**src/rtl/tdm_pkg.sv**
```systemverilog
package tdm_pkg;
  // Transmit and receive channel indices
  localparam int CH_L = 0;
  localparam int CH_R = 1;
  localparam int NUM_CH = 2;
endpackage

```
**src/rtl/tdm_sck_gen.sv**
```systemverilog
module tdm_sck_gen (
  input  logic clk,
  input  logic rst,
  input  logic bit_en,
  input  logic rx_rise,
  output logic sck,
  output logic launch,
  output logic sample
);
  always_ff @(posedge clk) begin
    if (rst)         sck <= 1'b0;
    else if (bit_en) sck <= ~sck;
  end

  // Edge about to be generated is rising when sck is low now.
  assign launch = bit_en & (sck == rx_rise);
  assign sample = bit_en & (sck != rx_rise);

  p_sck_holds_r2: assert property (@(posedge clk) disable iff (rst)
    !bit_en |=> (sck == $past(sck)));
endmodule

```
**src/rtl/tdm_frame_ctr.sv**
```systemverilog
module tdm_frame_ctr #(
  parameter int SAMPLE_W = 16,
  parameter int SLOT_W   = 4,
  localparam int BIT_W   = $clog2(SAMPLE_W)
) (
  input  logic              clk,
  input  logic              rst,
  input  logic              launch,
  input  logic [SLOT_W-1:0] frame_m1,
  output logic              live,
  output logic [SLOT_W-1:0] cur_slot,
  output logic [BIT_W-1:0]  cur_bit,
  output logic [SLOT_W-1:0] nxt_slot,
  output logic [BIT_W-1:0]  nxt_bit,
  output logic              sync
);
  always_comb begin
    nxt_slot = cur_slot;
    nxt_bit  = cur_bit + 1'b1;
    if (!live) begin
      nxt_slot = '0;
      nxt_bit  = '0;
    end else if (cur_bit == BIT_W'(SAMPLE_W - 1)) begin
      nxt_bit  = '0;
      nxt_slot = (cur_slot == frame_m1) ? '0 : cur_slot + 1'b1;
    end
  end

  always_ff @(posedge clk) begin
    if (rst) begin
      live     <= 1'b0;
      cur_slot <= '0;
      cur_bit  <= '0;
      sync     <= 1'b0;
    end else if (launch) begin
      live     <= 1'b1;
      cur_slot <= nxt_slot;
      cur_bit  <= nxt_bit;
      // first half of the frame: 2*slot < slots  <=>  2*slot <= slots-1
      sync     <= ({nxt_slot, 1'b0} <= {1'b0, frame_m1});
    end
  end

  p_sync_slot_edge_r3: assert property (@(posedge clk) disable iff (rst)
    (sync != $past(sync)) |-> (cur_bit == '0));
endmodule

```
**src/rtl/tdm_tx_hold.sv**
```systemverilog
module tdm_tx_hold #(
  parameter int SAMPLE_W = 16
) (
  input  logic                clk,
  input  logic                rst,
  input  logic [SAMPLE_W-1:0] in_data,
  input  logic                in_valid,
  output logic                in_ready,
  input  logic                take,
  output logic [SAMPLE_W-1:0] word,
  output logic                underrun
);
  logic                full;
  logic [SAMPLE_W-1:0] hold;

  always_ff @(posedge clk) begin
    if (rst) begin
      full     <= 1'b0;
      hold     <= '0;
      underrun <= 1'b0;
    end else begin
      underrun <= take & ~full;
      if (take) full <= 1'b0;
      if (in_valid && !full) begin
        hold <= in_data;
        full <= 1'b1;
      end
    end
  end

  assign in_ready = ~full;
  assign word     = full ? hold : '0;

  p_hold_kept_r5: assert property (@(posedge clk) disable iff (rst)
    (full && !take) |=> (hold == $past(hold)));
endmodule

```
**src/rtl/tdm_tx_shift.sv**
```systemverilog
module tdm_tx_shift #(
  parameter int SAMPLE_W = 16
) (
  input  logic                clk,
  input  logic                rst,
  input  logic                launch,
  input  logic                slot_start,
  input  logic [SAMPLE_W-1:0] load_word,
  output logic                txd
);
  logic [SAMPLE_W-1:0] sh;

  always_ff @(posedge clk) begin
    if (rst) begin
      sh  <= '0;
      txd <= 1'b0;
    end else if (launch) begin
      if (slot_start) begin
        txd <= load_word[SAMPLE_W-1];
        sh  <= {load_word[SAMPLE_W-2:0], 1'b0};
      end else begin
        txd <= sh[SAMPLE_W-1];
        sh  <= {sh[SAMPLE_W-2:0], 1'b0};
      end
    end
  end

  p_txd_on_launch_r2: assert property (@(posedge clk) disable iff (rst)
    (txd != $past(txd)) |-> $past(launch));
endmodule

```
**src/rtl/tdm_rx_path.sv**
```systemverilog
module tdm_rx_path
  import tdm_pkg::*;
#(
  parameter int SAMPLE_W = 16,
  parameter int SLOT_W   = 4,
  localparam int BIT_W   = $clog2(SAMPLE_W)
) (
  input  logic                           clk,
  input  logic                           rst,
  input  logic                           sample,
  input  logic                           live,
  input  logic                           rxd,
  input  logic [SLOT_W-1:0]              cur_slot,
  input  logic [BIT_W-1:0]               cur_bit,
  input  logic [NUM_CH-1:0]              ch_en,
  input  logic [NUM_CH-1:0][SLOT_W-1:0]  ch_slot,
  output logic [NUM_CH-1:0][SAMPLE_W-1:0] out_data,
  output logic [NUM_CH-1:0]              out_valid
);
  logic [SAMPLE_W-1:0] sh;
  logic [SAMPLE_W-1:0] word;
  logic                last_bit;

  assign word     = {sh[SAMPLE_W-2:0], rxd};
  assign last_bit = sample & live & (cur_bit == BIT_W'(SAMPLE_W - 1));

  always_ff @(posedge clk) begin
    if (rst)                 sh <= '0;
    else if (sample && live) sh <= word;
  end

  for (genvar i = 0; i < NUM_CH; i++) begin : g_cap
    always_ff @(posedge clk) begin
      if (rst) begin
        out_valid[i] <= 1'b0;
        out_data[i]  <= '0;
      end else begin
        out_valid[i] <= 1'b0;
        if (last_bit && ch_en[i] && (ch_slot[i] == cur_slot)) begin
          out_data[i]  <= word;
          out_valid[i] <= 1'b1;
        end
      end
    end

    p_valid_pulse_r7: assert property (@(posedge clk) disable iff (rst)
      out_valid[i] |=> !out_valid[i]);
  end
endmodule

```
**src/rtl/tdm_audio_port.sv**
```systemverilog
module tdm_audio_port
  import tdm_pkg::*;
#(
  parameter int SAMPLE_W = 16,
  parameter int SLOT_W   = 4
) (
  input  logic                clk,
  input  logic                rst,
  input  logic                bit_en,
  input  logic                cfg_rx_rise,
  input  logic [SLOT_W-1:0]   cfg_frame_slots_m1,
  input  logic                tx_l_en,
  input  logic [SLOT_W-1:0]   tx_l_slot,
  input  logic                tx_r_en,
  input  logic [SLOT_W-1:0]   tx_r_slot,
  input  logic                rx_l_en,
  input  logic [SLOT_W-1:0]   rx_l_slot,
  input  logic                rx_r_en,
  input  logic [SLOT_W-1:0]   rx_r_slot,
  input  logic [SAMPLE_W-1:0] tx_l_data,
  input  logic                tx_l_valid,
  output logic                tx_l_ready,
  input  logic [SAMPLE_W-1:0] tx_r_data,
  input  logic                tx_r_valid,
  output logic                tx_r_ready,
  input  logic                rxd,
  output logic                tx_l_underrun,
  output logic                tx_r_underrun,
  output logic [SAMPLE_W-1:0] rx_l_data,
  output logic                rx_l_valid,
  output logic [SAMPLE_W-1:0] rx_r_data,
  output logic                rx_r_valid,
  output logic                sck,
  output logic                sync,
  output logic                txd
);
  localparam int BIT_W = $clog2(SAMPLE_W);

  logic              launch, sample, live;
  logic [SLOT_W-1:0] cur_slot, nxt_slot;
  logic [BIT_W-1:0]  cur_bit, nxt_bit;

  tdm_sck_gen u_sck (
    .clk(clk), .rst(rst), .bit_en(bit_en), .rx_rise(cfg_rx_rise),
    .sck(sck), .launch(launch), .sample(sample)
  );

  tdm_frame_ctr #(.SAMPLE_W(SAMPLE_W), .SLOT_W(SLOT_W)) u_frame (
    .clk(clk), .rst(rst), .launch(launch), .frame_m1(cfg_frame_slots_m1),
    .live(live), .cur_slot(cur_slot), .cur_bit(cur_bit),
    .nxt_slot(nxt_slot), .nxt_bit(nxt_bit), .sync(sync)
  );

  // Transmit channels: holding registers and slot ownership
  logic [NUM_CH-1:0]               tx_en, tx_valid, tx_ready, tx_take, tx_hit, tx_ur;
  logic [NUM_CH-1:0][SLOT_W-1:0]   tx_slot;
  logic [NUM_CH-1:0][SAMPLE_W-1:0] tx_in, tx_word;
  logic                            slot_start;
  logic [SAMPLE_W-1:0]             load_word;

  assign tx_en    = {tx_r_en, tx_l_en};
  assign tx_slot  = {tx_r_slot, tx_l_slot};
  assign tx_valid = {tx_r_valid, tx_l_valid};
  assign tx_in    = {tx_r_data, tx_l_data};
  assign slot_start = launch & (nxt_bit == '0);

  // Left owns a slot that both channels name
  assign tx_hit[CH_L] = tx_en[CH_L] & (tx_slot[CH_L] == nxt_slot);
  assign tx_hit[CH_R] = tx_en[CH_R] & (tx_slot[CH_R] == nxt_slot) & ~tx_hit[CH_L];

  for (genvar i = 0; i < NUM_CH; i++) begin : g_tx
    assign tx_take[i] = slot_start & tx_hit[i];
    tdm_tx_hold #(.SAMPLE_W(SAMPLE_W)) u_hold (
      .clk(clk), .rst(rst), .in_data(tx_in[i]), .in_valid(tx_valid[i]),
      .in_ready(tx_ready[i]), .take(tx_take[i]), .word(tx_word[i]),
      .underrun(tx_ur[i])
    );
  end

  always_comb begin
    load_word = '0;
    if (tx_hit[CH_L])      load_word = tx_word[CH_L];
    else if (tx_hit[CH_R]) load_word = tx_word[CH_R];
  end

  assign tx_l_ready    = tx_ready[CH_L];
  assign tx_r_ready    = tx_ready[CH_R];
  assign tx_l_underrun = tx_ur[CH_L];
  assign tx_r_underrun = tx_ur[CH_R];

  tdm_tx_shift #(.SAMPLE_W(SAMPLE_W)) u_txsh (
    .clk(clk), .rst(rst), .launch(launch), .slot_start(slot_start),
    .load_word(load_word), .txd(txd)
  );

  // Receive channels
  logic [NUM_CH-1:0][SAMPLE_W-1:0] rx_data;
  logic [NUM_CH-1:0]               rx_valid;

  tdm_rx_path #(.SAMPLE_W(SAMPLE_W), .SLOT_W(SLOT_W)) u_rx (
    .clk(clk), .rst(rst), .sample(sample), .live(live), .rxd(rxd),
    .cur_slot(cur_slot), .cur_bit(cur_bit),
    .ch_en({rx_r_en, rx_l_en}), .ch_slot({rx_r_slot, rx_l_slot}),
    .out_data(rx_data), .out_valid(rx_valid)
  );

  assign rx_l_data  = rx_data[CH_L];
  assign rx_r_data  = rx_data[CH_R];
  assign rx_l_valid = rx_valid[CH_L];
  assign rx_r_valid = rx_valid[CH_R];

  p_left_wins_r9: assert property (@(posedge clk) disable iff (rst)
    !(tx_take[CH_L] && tx_take[CH_R]));
endmodule

```
**config.mk**
```make
export PLATFORM = sky130hd
export DESIGN_NAME = tdm_audio_port
export DESIGN_NICKNAME = d
export VERILOG_FILES = /design/src/rtl/tdm_pkg.sv /design/src/rtl/tdm_sck_gen.sv /design/src/rtl/tdm_frame_ctr.sv /design/src/rtl/tdm_tx_hold.sv /design/src/rtl/tdm_tx_shift.sv /design/src/rtl/tdm_rx_path.sv /design/src/rtl/tdm_audio_port.sv
export SDC_FILE = /design/constraint.sdc
export NUM_CORES = 1
export LEC_CHECK = 0
export BUFFER_PORTS_ARGS = -buffer_cell sky130_fd_sc_hd__buf_2
export CORE_MARGIN = 5
export CORE_UTILIZATION = 55
export DETAILED_ROUTE_END_ITERATION = 6
export PLACE_DENSITY = 0.77
export SETUP_SLACK_MARGIN = 0.05
export SYNTH_ARGS = -nofsm -noshare
export SYNTH_HDL_FRONTEND = slang
export SYNTH_SLANG_ARGS = --single-unit
```
**constraint.sdc**
```tcl
create_clock -name clk -period 7.1 [get_ports clk]
set_clock_uncertainty 0.15 [all_clocks]
set_input_delay 1.065 -clock clk [delete_from_list [all_inputs] [get_ports clk]]
set_output_delay 1.065 -clock clk [all_outputs]
set_load 0.005 [all_outputs]
```
==> flow_summary.toml, run 1 <==
[worst_setup_path]
path_delay_family = "simple AND/OR/NAND/NOR gates"
critPathLaunchType = "input pin"
crit_cells = 8
path_buf_inv = 1
path_class = "input pin to flip-flop"
worstSetupStartpoint = "cfg_rx_rise"
worstPathRequired_ns = 7.24
worstSetupEndpointType = "flip-flop"
slowest_delay_ns = 0.79
cp.arrival_ns = 3.68
r2r_cells = 8
crit_end = "u_txsh.txd"
cp_max_fo = 27
r2r-start = "u_frame.cur_bit[0]"
crit_chain = "buf_2 > xnor2_1 > and2_1 > and3_1 > o21ai_2 > a21oi_4 > o2111ai_4 > o21ai_0"
r2r-end = "u_txsh.txd"
rrSetupSlack_ns = 3.75
slowest_stage = "and2_1"

[final_layout]
area_growth_pct = 12.5
diodes = 0
nNetsFinal = 818
drive_gt1_frac = 0.170
instances_no_fill = 884

[floorplanning]
initial_core_util = 0.569
coreArea_mm2 = 0.00928
dieArea_mm2 = 0.0117
fp.dieH_um = 108
io_pins = 104
rows = 35
die_w_um = 108

[synthesis]
synth.net_count = 752
synthXorXnorAreaFrac = 0.0313
yosys_most_used_dff = "dfxtp_1"
synth_area_leader_cell = "dfxtp_1"
async_flop_share = 0
syn_inst = 684
yosys.area_share.simple = 0.274
avgSynthCellArea_um2 = 7.73
synth_most_common_cell = "nand2_1"
synth_area_leaders = "dfxtp_1 42%, nand2_1 10%, a21oi_1 6.9%, nor2_1 6.6%, mux2i_1 6.3%"
ys_seq_area_frac = 0.424
synthAdderAreaFrac = 0.0118
yosysWarnings = 0
ys_seq_elements = 112
netlist.area_leader.share = 0.424
synth_edf_count = 0
synth_top_family_by_area = "simple AND/OR/NAND/NOR gates"
synthTopCellsByCount = "147 x nand2_1, 112 x dfxtp_1, 93 x nor2_1, 73 x a21oi_1, 33 x mux2i_1"
synth_compound_area_frac = 0.144
yosys.cell_types.count = 53
synthMuxAreaShare = 0.0625
syn_area_mm2 = 0.00529

[clock_network]
cts_setup_buffers = 0
clkTransAtPathRegs_ns = 0.11
clkSinkCount = 112
htree_levels = 3
ctsHoldBuffers = 0
cts_resized = 0
cts_tree = "done"
cts_root_buf = "clkbuf_8"
cts-buffers-inserted = 9
clk_latency_ns = 0.37
clk_path_buf_depth = 2

[placement]
pre_cts_ws_ns = 3.20
dp.cells = 868
finalWeightedCongestion = 0.870
io_buffers = 103
hpwl_um = 9090

[drt]
wl_per_cell_um = 14.5
via_per_inst = 5.47
dr.pass1.iters = 5
drc = 0
via_count = 4837
antenna_left = 0
wl_um = 12800
drt_iter0_markers = 364

[sta]
setup-violations-final = 0
rsz0062_at_grt = "false"
setup_ws_ns = 3.56
min_period_ns = 3.54
drv_slew = 0
max_freq_mhz = 282
setup_tns_ns = 0
relSlewSlack = 0.285
holdWs_ns = 0.312
hold_viol_final = 0
fin_crit_sh = 0.499
worstMarginPinSlew_ns = 1.07

[pwr]
combPwrFrac = 0.114
power.density_mw_per_mm2 = 198
swShare = 0.289
p_seq_frac = 0.567
p_sw_uw = 340
pwr-share-clk = 0.319
power.internal_uw = 839
leakagePower_nw = 2.33
irDropWorstVdd_uv = 98.5

[job]
drv_cap = 0

[global_route]
grt_max_degree = 92
grt_use_total = 0.225
grt_overflow = 0
grt_pass1_wl_um = 21500
grt_pass1_vias = 4616
antenna_found_initial = 0

[worst_hold_path]
hp-class = "flip-flop to flip-flop"
whs_path_depth = 2

[status]
status = "complete, no violations"
-- worst min path at each step --
| stage | startpoint | to |
|---|---|---|
| after floorplan | g_tx[1].u_hold.hold[9] | u_txsh.sh[10] |
| after global placement | g_tx[1].u_hold.hold[13] | u_txsh.sh[14] |
| after detailed placement | g_tx[1].u_hold.hold[8] | u_txsh.sh[9] |
| after CTS | g_tx[1].u_hold.hold[7] | u_txsh.sh[8] |
| after global routing | g_tx[1].u_hold.hold[7] | u_txsh.sh[8] |
| final | g_tx[1].u_hold.hold[7] | u_txsh.sh[8] |
-- per-stage QoR --
stage / power, mW / util / instance area, µm²
after floorplan: 0.773 / - / 5290
after global placement: 0.809 / 0.618 / 5740
after detailed placement: 0.815 / 0.618 / 5740
after CTS: 1.18 / 0.640 / 5940
after global routing: 1.24 / 0.640 / 5940
final: 1.18 / 0.640 / 5940
-- layout by cell type, fill, tap and decap left out, types with 3 or more instances in the layout --
cell,count
o21ai_0,7
nor4_1,4
nand4_1,8
a21oi_1,73
mux2i_1,33
nand2b_1,8
xnor2_1,15
nor2b_1,7
and3_1,12
o211ai_1,4
o21ai_1,10
inv_1,12
nor3_1,13
a31oi_1,14
ha_1,5
buf_2,102
clkinv_4,3
clkbuf_8,9
dfxtp_1,112
nand3_1,22
and2_1,4
nand2_1,147
nor2_1,93
-- area by class of cell --
cell class	instances	area (µm²)
Multi-Input combinational cell	511	2770
Sequential cell	112	2240
Inverter	12	45.0
Clock inverter	7	78.8
Tap cell	129	161
Clock buffer	9	124
Timing Repair Buffer	104	526
Fill cell	857	3340
-- sequential cells by signal (all words and copies together), names as in the netlist --
| signal | count |
|---|---|
| g_tx.u_hold.full | 2 |
| g_tx.u_hold.hold | 32 |
| g_tx.u_hold.underrun | 2 |
| u_frame.cur_bit | 4 |
| u_frame.cur_slot | 4 |
| u_frame.live | 1 |
| u_frame.sync | 1 |
| u_rx.out_data | 32 |
| u_rx.out_valid | 2 |
| u_rx.sh | 15 |
| u_sck.sck | 1 |
| u_txsh.sh | 15 |
| u_txsh.txd | 1 |
-- metal layers --
layer	up-vias	routed length (µm)	GRT usage	part of all wire
met5	-	0	0	0
met4	0	102	0.0559	0.0080
met3	11	848	0.0472	0.066
met2	167	5870	0.360	0.46
met1	2221	5970	0.310	0.47
li1	2438	-	-	-
-- kinds of logic after synthesis --
| family | count (synthesis) |
|---|---|
| fa+ha+maj | 5 |
| mux | 33 |
| xor+xnor | 18 |
| buf+inv | 61 |
| flops | 112 |
| simple gates | 328 |
| compound gates | 127 |
-- power by group through the flow --
| stage | Sequential, mW | Clock, mW | Combinational (mW) |
|---|---|---|---|
| 2_1_floorplan | 0.673 | 0 | 0.0993 |
| 3_3_place_gp | 0.681 | 0 | 0.127 |
| 3_5_place_dp | 0.682 | 0 | 0.133 |
| 4_1_cts | 0.668 | 0.382 | 0.134 |
| 5_1_grt | 0.671 | 0.416 | 0.153 |
| 6_report | 0.668 | 0.376 | 0.134 |
-- worst min-delay path, cell delays in order, from the launching register on --
cell and delay, ns:
dfxtp_1 0.33, nand2_1 0.05, o21ai_1 0.05
No activity file was read; power rests on OpenSTA's default activity.
==> inputs of run 2 (changes only) <==
--- a/config.mk
+++ b/config.mk
@@ -5,11 +5,12 @@
 export SDC_FILE = /design/constraint.sdc
 export NUM_CORES = 1
 export LEC_CHECK = 0
+export ABC_AREA = 1
 export BUFFER_PORTS_ARGS = -buffer_cell sky130_fd_sc_hd__buf_2
 export CORE_MARGIN = 5
-export CORE_UTILIZATION = 55
+export CORE_UTILIZATION = 49
 export DETAILED_ROUTE_END_ITERATION = 6
-export PLACE_DENSITY = 0.77
+export PLACE_DENSITY = 0.72
 export SETUP_SLACK_MARGIN = 0.05
 export SYNTH_ARGS = -nofsm -noshare
 export SYNTH_HDL_FRONTEND = slang
==> constraint.sdc (replaced) <==
create_clock -name clk -period 2.9 [get_ports clk]
set_clock_uncertainty 0.15 [all_clocks]
set_input_delay 0.435 -clock clk [delete_from_list [all_inputs] [get_ports clk]]
set_output_delay 0.435 -clock clk [all_outputs]
set_load 0.005 [all_outputs]
==> run 2 against run 1 <==
  * Via count shrank 3.4%
  * Largest power group unchanged
  * Cell area is 1.3% lower
  * Critical path type is now flip-flop to flip-flop
  * Wire length fell by 2.2%
  * Power grew to 2.6 times the previous value
  * Combinational power grew to 3.1 times the previous value
  * Highest routed layer unchanged
  * Worst hold slack got worse by 0.19 ns
  * Flip-flop and latch count unchanged
  * Cell count rose by 3.5%
==> flow_summary.toml, run 2 <==
[status]
status = "complete, no violations"

[synthesis]
avgSynthCellArea_um2 = 7.31
synth_most_common_cell = "dfxtp_1"
synth_area_leaders = "dfxtp_1 44%, o21ai_0 9.1%, a21oi_1 9.0%, nand2_1 6.1%, nor2_1 6.1%"
yosysWarnings = 0
yosys_most_used_dff = "dfxtp_1"
synth.net_count = 758
synthTopCellsByCount = "112 x dfxtp_1, 92 x o21ai_0, 91 x a21oi_1, 82 x nand2_1, 82 x nor2_1"
netlist.area_leader.share = 0.444
syn_area_mm2 = 0.00505
syn_inst = 690
ys_seq_elements = 112
async_flop_share = 0
synth_area_leader_cell = "dfxtp_1"
synth_edf_count = 0
ys_seq_area_frac = 0.444
yosys.cell_types.count = 36

[worst_hold_path]
min_from = "tx_r_data[13]"
hp-class = "input pin to flip-flop"

[clock_network]
cts_root_buf = "clkbuf_8"
clkSinkCount = 112
htree_levels = 3
cts_setup_buffers = 0
clk_path_buf_depth = 2
ctsHoldBuffers = 0
cts-buffers-inserted = 9
clk_latency_ns = 0.38
cts_tree = "done"
clkTransAtPathRegs_ns = 0.12
cts_resized = 0

[final_layout]
layout_common_cells = "112 x dfxtp_1, 103 x buf_2, 92 x o21ai_0"
nNetsFinal = 842
final_util = 0.576
area_growth_pct = 16.2
drive_gt1_frac = 0.213
diodes = 0
largest_registers = "g_tx.u_hold.hold: 32 flops, u_rx.out_data: 32 flops"
instances_no_fill = 915
layout_commonest_cell = "dfxtp_1"
final_area_mm2 = 0.00586
n_fill_cell = 981

[global_route]
grt_use_total = 0.199
grt_use_met2 = 0.332
grt_overflow = 0
grtUsageMet1 = 0.255
grt_pass1_wl_um = 20800
grt_pass1_vias = 4622
grt-busiest-layer = "met2"
antenna_found_initial = 0
grt_max_degree = 59
grt_util_met3 = 0.0440

[worst_setup_path]
path_delay_family = "simple AND/OR/NAND/NOR gates"
slowest_stage = "dfxtp_1"
slowest_delay_ns = 0.39
path_class = "flip-flop to flip-flop"
worstSetupStartpoint = "u_frame.cur_bit[0]"
cp_max_fo = 18
path_buf_inv = 0
crit_chain = "ha_1 > nand2_2 > nor2_4 > a21oi_1 > nor2_2 > nand2_2 > nand2_1 > nand2_1 > nor2_4 > nand2_4 > nand2_8 > nor2_2 > nor2_1 > nor2_1"
worstPathRequired_ns = 3.02
critPathLaunchType = "flip-flop"
worstSetupEndpointType = "flip-flop"
r2r-start = "u_frame.cur_bit[0]"
cp.arrival_ns = 2.63

[pwr]
irDropWorstVdd_uv = 322
power_mw = 3.04
leakagePower_nw = 2.76
power.density_mw_per_mm2 = 518

[placement]
dp.cells = 899
hpwl_um = 9050
io_buffers = 103
finalWeightedCongestion = 0.931
placed_cell_area_mm2 = 0.00566
pre_cts_ws_ns = 0.463

[sta]
setup_ws_ns = 0.384
fin_crit_sh = 0.868
setup_tns_ns = 0
hold_viol_final = 0
setup-violations-final = 0
worstMarginPinSlew_ns = 0.834
max_freq_mhz = 397
min_period_ns = 2.52
holdWs_ns = 0.117
rsz0062_at_grt = "false"
relSlewSlack = 0.442
drv_slew = 0

[floorplanning]
fp.dieH_um = 111
io_pins = 104
rows = 37
initial_core_util = 0.496
dieArea_mm2 = 0.0124
coreArea_mm2 = 0.0102
die_w_um = 111

[drt]
drt_iter0_markers = 377
dr.pass1.iters = 5
wl_um = 12500
via_per_inst = 5.11
wl_per_cell_um = 13.7
drc = 0
via_count = 4674
antenna_left = 0

[job]
drv_cap = 0
[run 2: cell types whose count changed after synthesis, moves of 14 or more]
cell	before	now
inv_1	12	78
a31oi_1	14	0
a21oi_1	73	91
nand2_1	147	82
mux2i_1	33	0
o21ai_0	7	92
[run 2: layout make-up]
cell class                      count  area (µm²)  share of cell area
Clock buffer                       10         138              0.0235
Inverter                           82         308              0.0525
Clock inverter                      6        65.1              0.0111
Tap cell                          136         170              0.0290
Multi-Input combinational cell    456        2340               0.399
Sequential cell                   112        2240               0.382
Timing Repair Buffer              113         603               0.103
[run 2: power by group]
group | internal (mW) | leakage [nW] | switching, mW
Clock | 0.366 | 0.104 | 0.581
Sequential | 1.62 | 0.915 | 0.0547
Combinational | 0.155 | 1.74 | 0.261
Total | 2.14 | 2.76 | 0.897
[run 2: final timing paths]
check,to,slack [ns],depth (start not counted)
setup / recovery,u_txsh.sh[11],0.38,14
hold / removal,g_tx[1].u_hold.hold[13],0.12,3
setup reg to reg,u_txsh.sh[11],0.38,14
hold reg to reg,g_tx[0].u_hold.hold[5],0.31,2
[run 2: cell families (layout without fill, tap and decap cells)]
| family | Yosys count | after routing | share of synthesized area |
|---|---|---|---|
| simple gates | 248 | 248 | 0.234 |
| compound gates | 194 | 194 | 0.198 |
| buf+inv | 122 | 211 | 0.0947 |
| flops | 112 | 112 | 0.444 |
| xor+xnor | 9 | 9 | 0.0171 |
| fa+ha+maj | 5 | 5 | 0.0124 |
[run 2: worst register-to-register path, delay by kind of cell, from the launching register on]
kind	cells	cell delay (ns)
compound gates	1	0.10
fa+ha+maj	1	0.23
flops	1	0.39
simple gates	12	1.50
[run 2: layer usage]
layer  wire (µm)  vias to the layer above
met4         172                        0
met2        5820                      119
li1            -                     2416
met5           0                        -
met1        5900                     2126
met3         608                       13
==> inputs of run 3 (changes only) <==
--- a/config.mk
+++ b/config.mk
@@ -10,6 +10,7 @@
 export CORE_MARGIN = 5
 export CORE_UTILIZATION = 49
 export DETAILED_ROUTE_END_ITERATION = 6
+export GPL_TIMING_DRIVEN = 0
 export PLACE_DENSITY = 0.72
 export SETUP_SLACK_MARGIN = 0.05
 export SYNTH_ARGS = -nofsm -noshare
==> run 3 against run 2 <==
  * Non-clock buffer count grew 30
  * Worst hold slack gained 0.012 ns
  * Power grew 0.38%
  * Combinational power grew 6.5%
  * Cell area grew 1.2%
  * Critical path depth shrank 6
  * Global-route usage grew 1.1 points
  * Clock power shrank 0.5%
==> flow_summary.toml, run 3 (synthesis results as in run 2) <==
[drt]
wl_per_cell_um = 14.2
dr.pass1.iters = 7
drc = 0
via_per_inst = 5.27
wl_um = 13400
via_count = 4980
antenna_left = 0
drt_iter0_markers = 422

[floorplanning]
coreArea_mm2 = 0.0102
fp.dieH_um = 111
rows = 37
io_pins = 104
die_w_um = 111
dieArea_mm2 = 0.0124
initial_core_util = 0.496

[sta]
relSlewSlack = 0.586
fin_crit_sh = 0.836
rsz0062_at_grt = "false"
hold_viol_final = 0
worstMarginPinSlew_ns = 0.622
setup-violations-final = 0
drv_slew = 0
max_freq_mhz = 412
min_period_ns = 2.42
setup_tns_ns = 0

[global_route]
grt_overflow = 0
grt_pass1_vias = 4709
antenna_found_initial = 0
grt_use_total = 0.210
grt_pass1_wl_um = 22000
grt_max_degree = 23

[worst_setup_path]
path_class = "flip-flop to flip-flop"
cp.arrival_ns = 2.58
critPathLaunchType = "flip-flop"
cp_max_fo = 10
worstPathRequired_ns = 3.06
worstSetupEndpointType = "flip-flop"

[placement]
placed_cell_area_mm2 = 0.00573
hpwl_um = 10300
io_buffers = 103
finalWeightedCongestion = 0.900

[clock_network]
clkSinkCount = 112
cts_resized = 0
clkTransAtPathRegs_ns = 0.12
cts_setup_buffers = 0
clk_latency_ns = 0.37
cts-buffers-inserted = 9
htree_levels = 3
ctsHoldBuffers = 0
cts_tree = "done"
cts_root_buf = "clkbuf_8"
clk_path_buf_depth = 2

[final_layout]
n_fill_cell = 973
final_area_mm2 = 0.00594
nNetsFinal = 872
largest_registers = "g_tx.u_hold.hold: 32 flops, u_rx.out_data: 32 flops"
area_growth_pct = 17.6
layout_commonest_cell = "dfxtp_1"
layout_common_cells = "112 x dfxtp_1, 106 x buf_2, 92 x o21ai_0"
final_util = 0.583
diodes = 0
drive_gt1_frac = 0.198

[status]
status = "complete, no violations"

[pwr]
power.density_mw_per_mm2 = 514
leakagePower_nw = 2.77
irDropWorstVdd_uv = 267

[job]
drv_cap = 0

[worst_hold_path]
hp-class = "input pin to flip-flop"
-- run 3: final timing paths --
path	end	slack, ns	from	cells past startpoint
setup / recovery	u_rx.out_data[21]	0.48	u_frame.cur_bit[0]	8
hold reg to reg	g_tx[0].u_hold.hold[15]	0.31	g_tx[0].u_hold.hold[15]	2
setup reg to reg	u_rx.out_data[21]	0.48	u_frame.cur_bit[0]	8
hold / removal	g_tx[1].u_hold.hold[3]	0.13	tx_r_data[3]	3
-- run 3: where the power goes --
part / total (mW) / internal [mW] / switching, mW
sequential: 1.67 / 1.62 / 0.0444
combinational: 0.443 / 0.159 / 0.284
clock: 0.941 / 0.349 / 0.593
total: 3.05 / 2.13 / 0.921
-- run 3: through the flow --
step	std cells	setup WS, ns	total power [mW]	hold WS (ns)
2_1_floorplan	690	0.842	1.99	0.280
3_3_place_gp	929	0.444	2.12	0.295
3_5_place_dp	929	0.413	2.14	0.299
4_1_cts	945	0.498	3.07	0.122
5_1_grt	945	0.220	3.21	0.117
6_report	945	0.475	3.05	0.129
-- run 3: per-layer routing --
| metal | track usage | share of wire | vias up |
|---|---|---|---|
| met3 | 0.0370 | 0.064 | 16 |
| met1 | 0.290 | 0.46 | 2308 |
| li1 | - | - | 2477 |
| met5 | 0 | 0 | - |
| met2 | 0.338 | 0.46 | 179 |
| met4 | 0.0600 | 0.015 | 0 |
-- run 3: layout make-up --
cell class | instances | area, µm² | area share
clock inverter | 7 | 80.1 | 0.0135
inverter | 82 | 308 | 0.0518
tap | 136 | 170 | 0.0287
sequential | 112 | 2240 | 0.378
clock buffer | 9 | 124 | 0.0209
timing repair buffer | 103 | 515 | 0.0868
multi-input combinational | 456 | 2330 | 0.392
buffer | 40 | 170 | 0.0287
-- run 3: critical path, stage by stage (launching register included) --
cell and delay [ns]:
dfxtp_1 0.40, ha_1 0.23, nand2_2 0.09, nor2_4 0.17, nand2_1 0.11, nor4_2 0.53, clkbuf_1 0.39, o21ai_0 0.15
a21oi_1 0.15
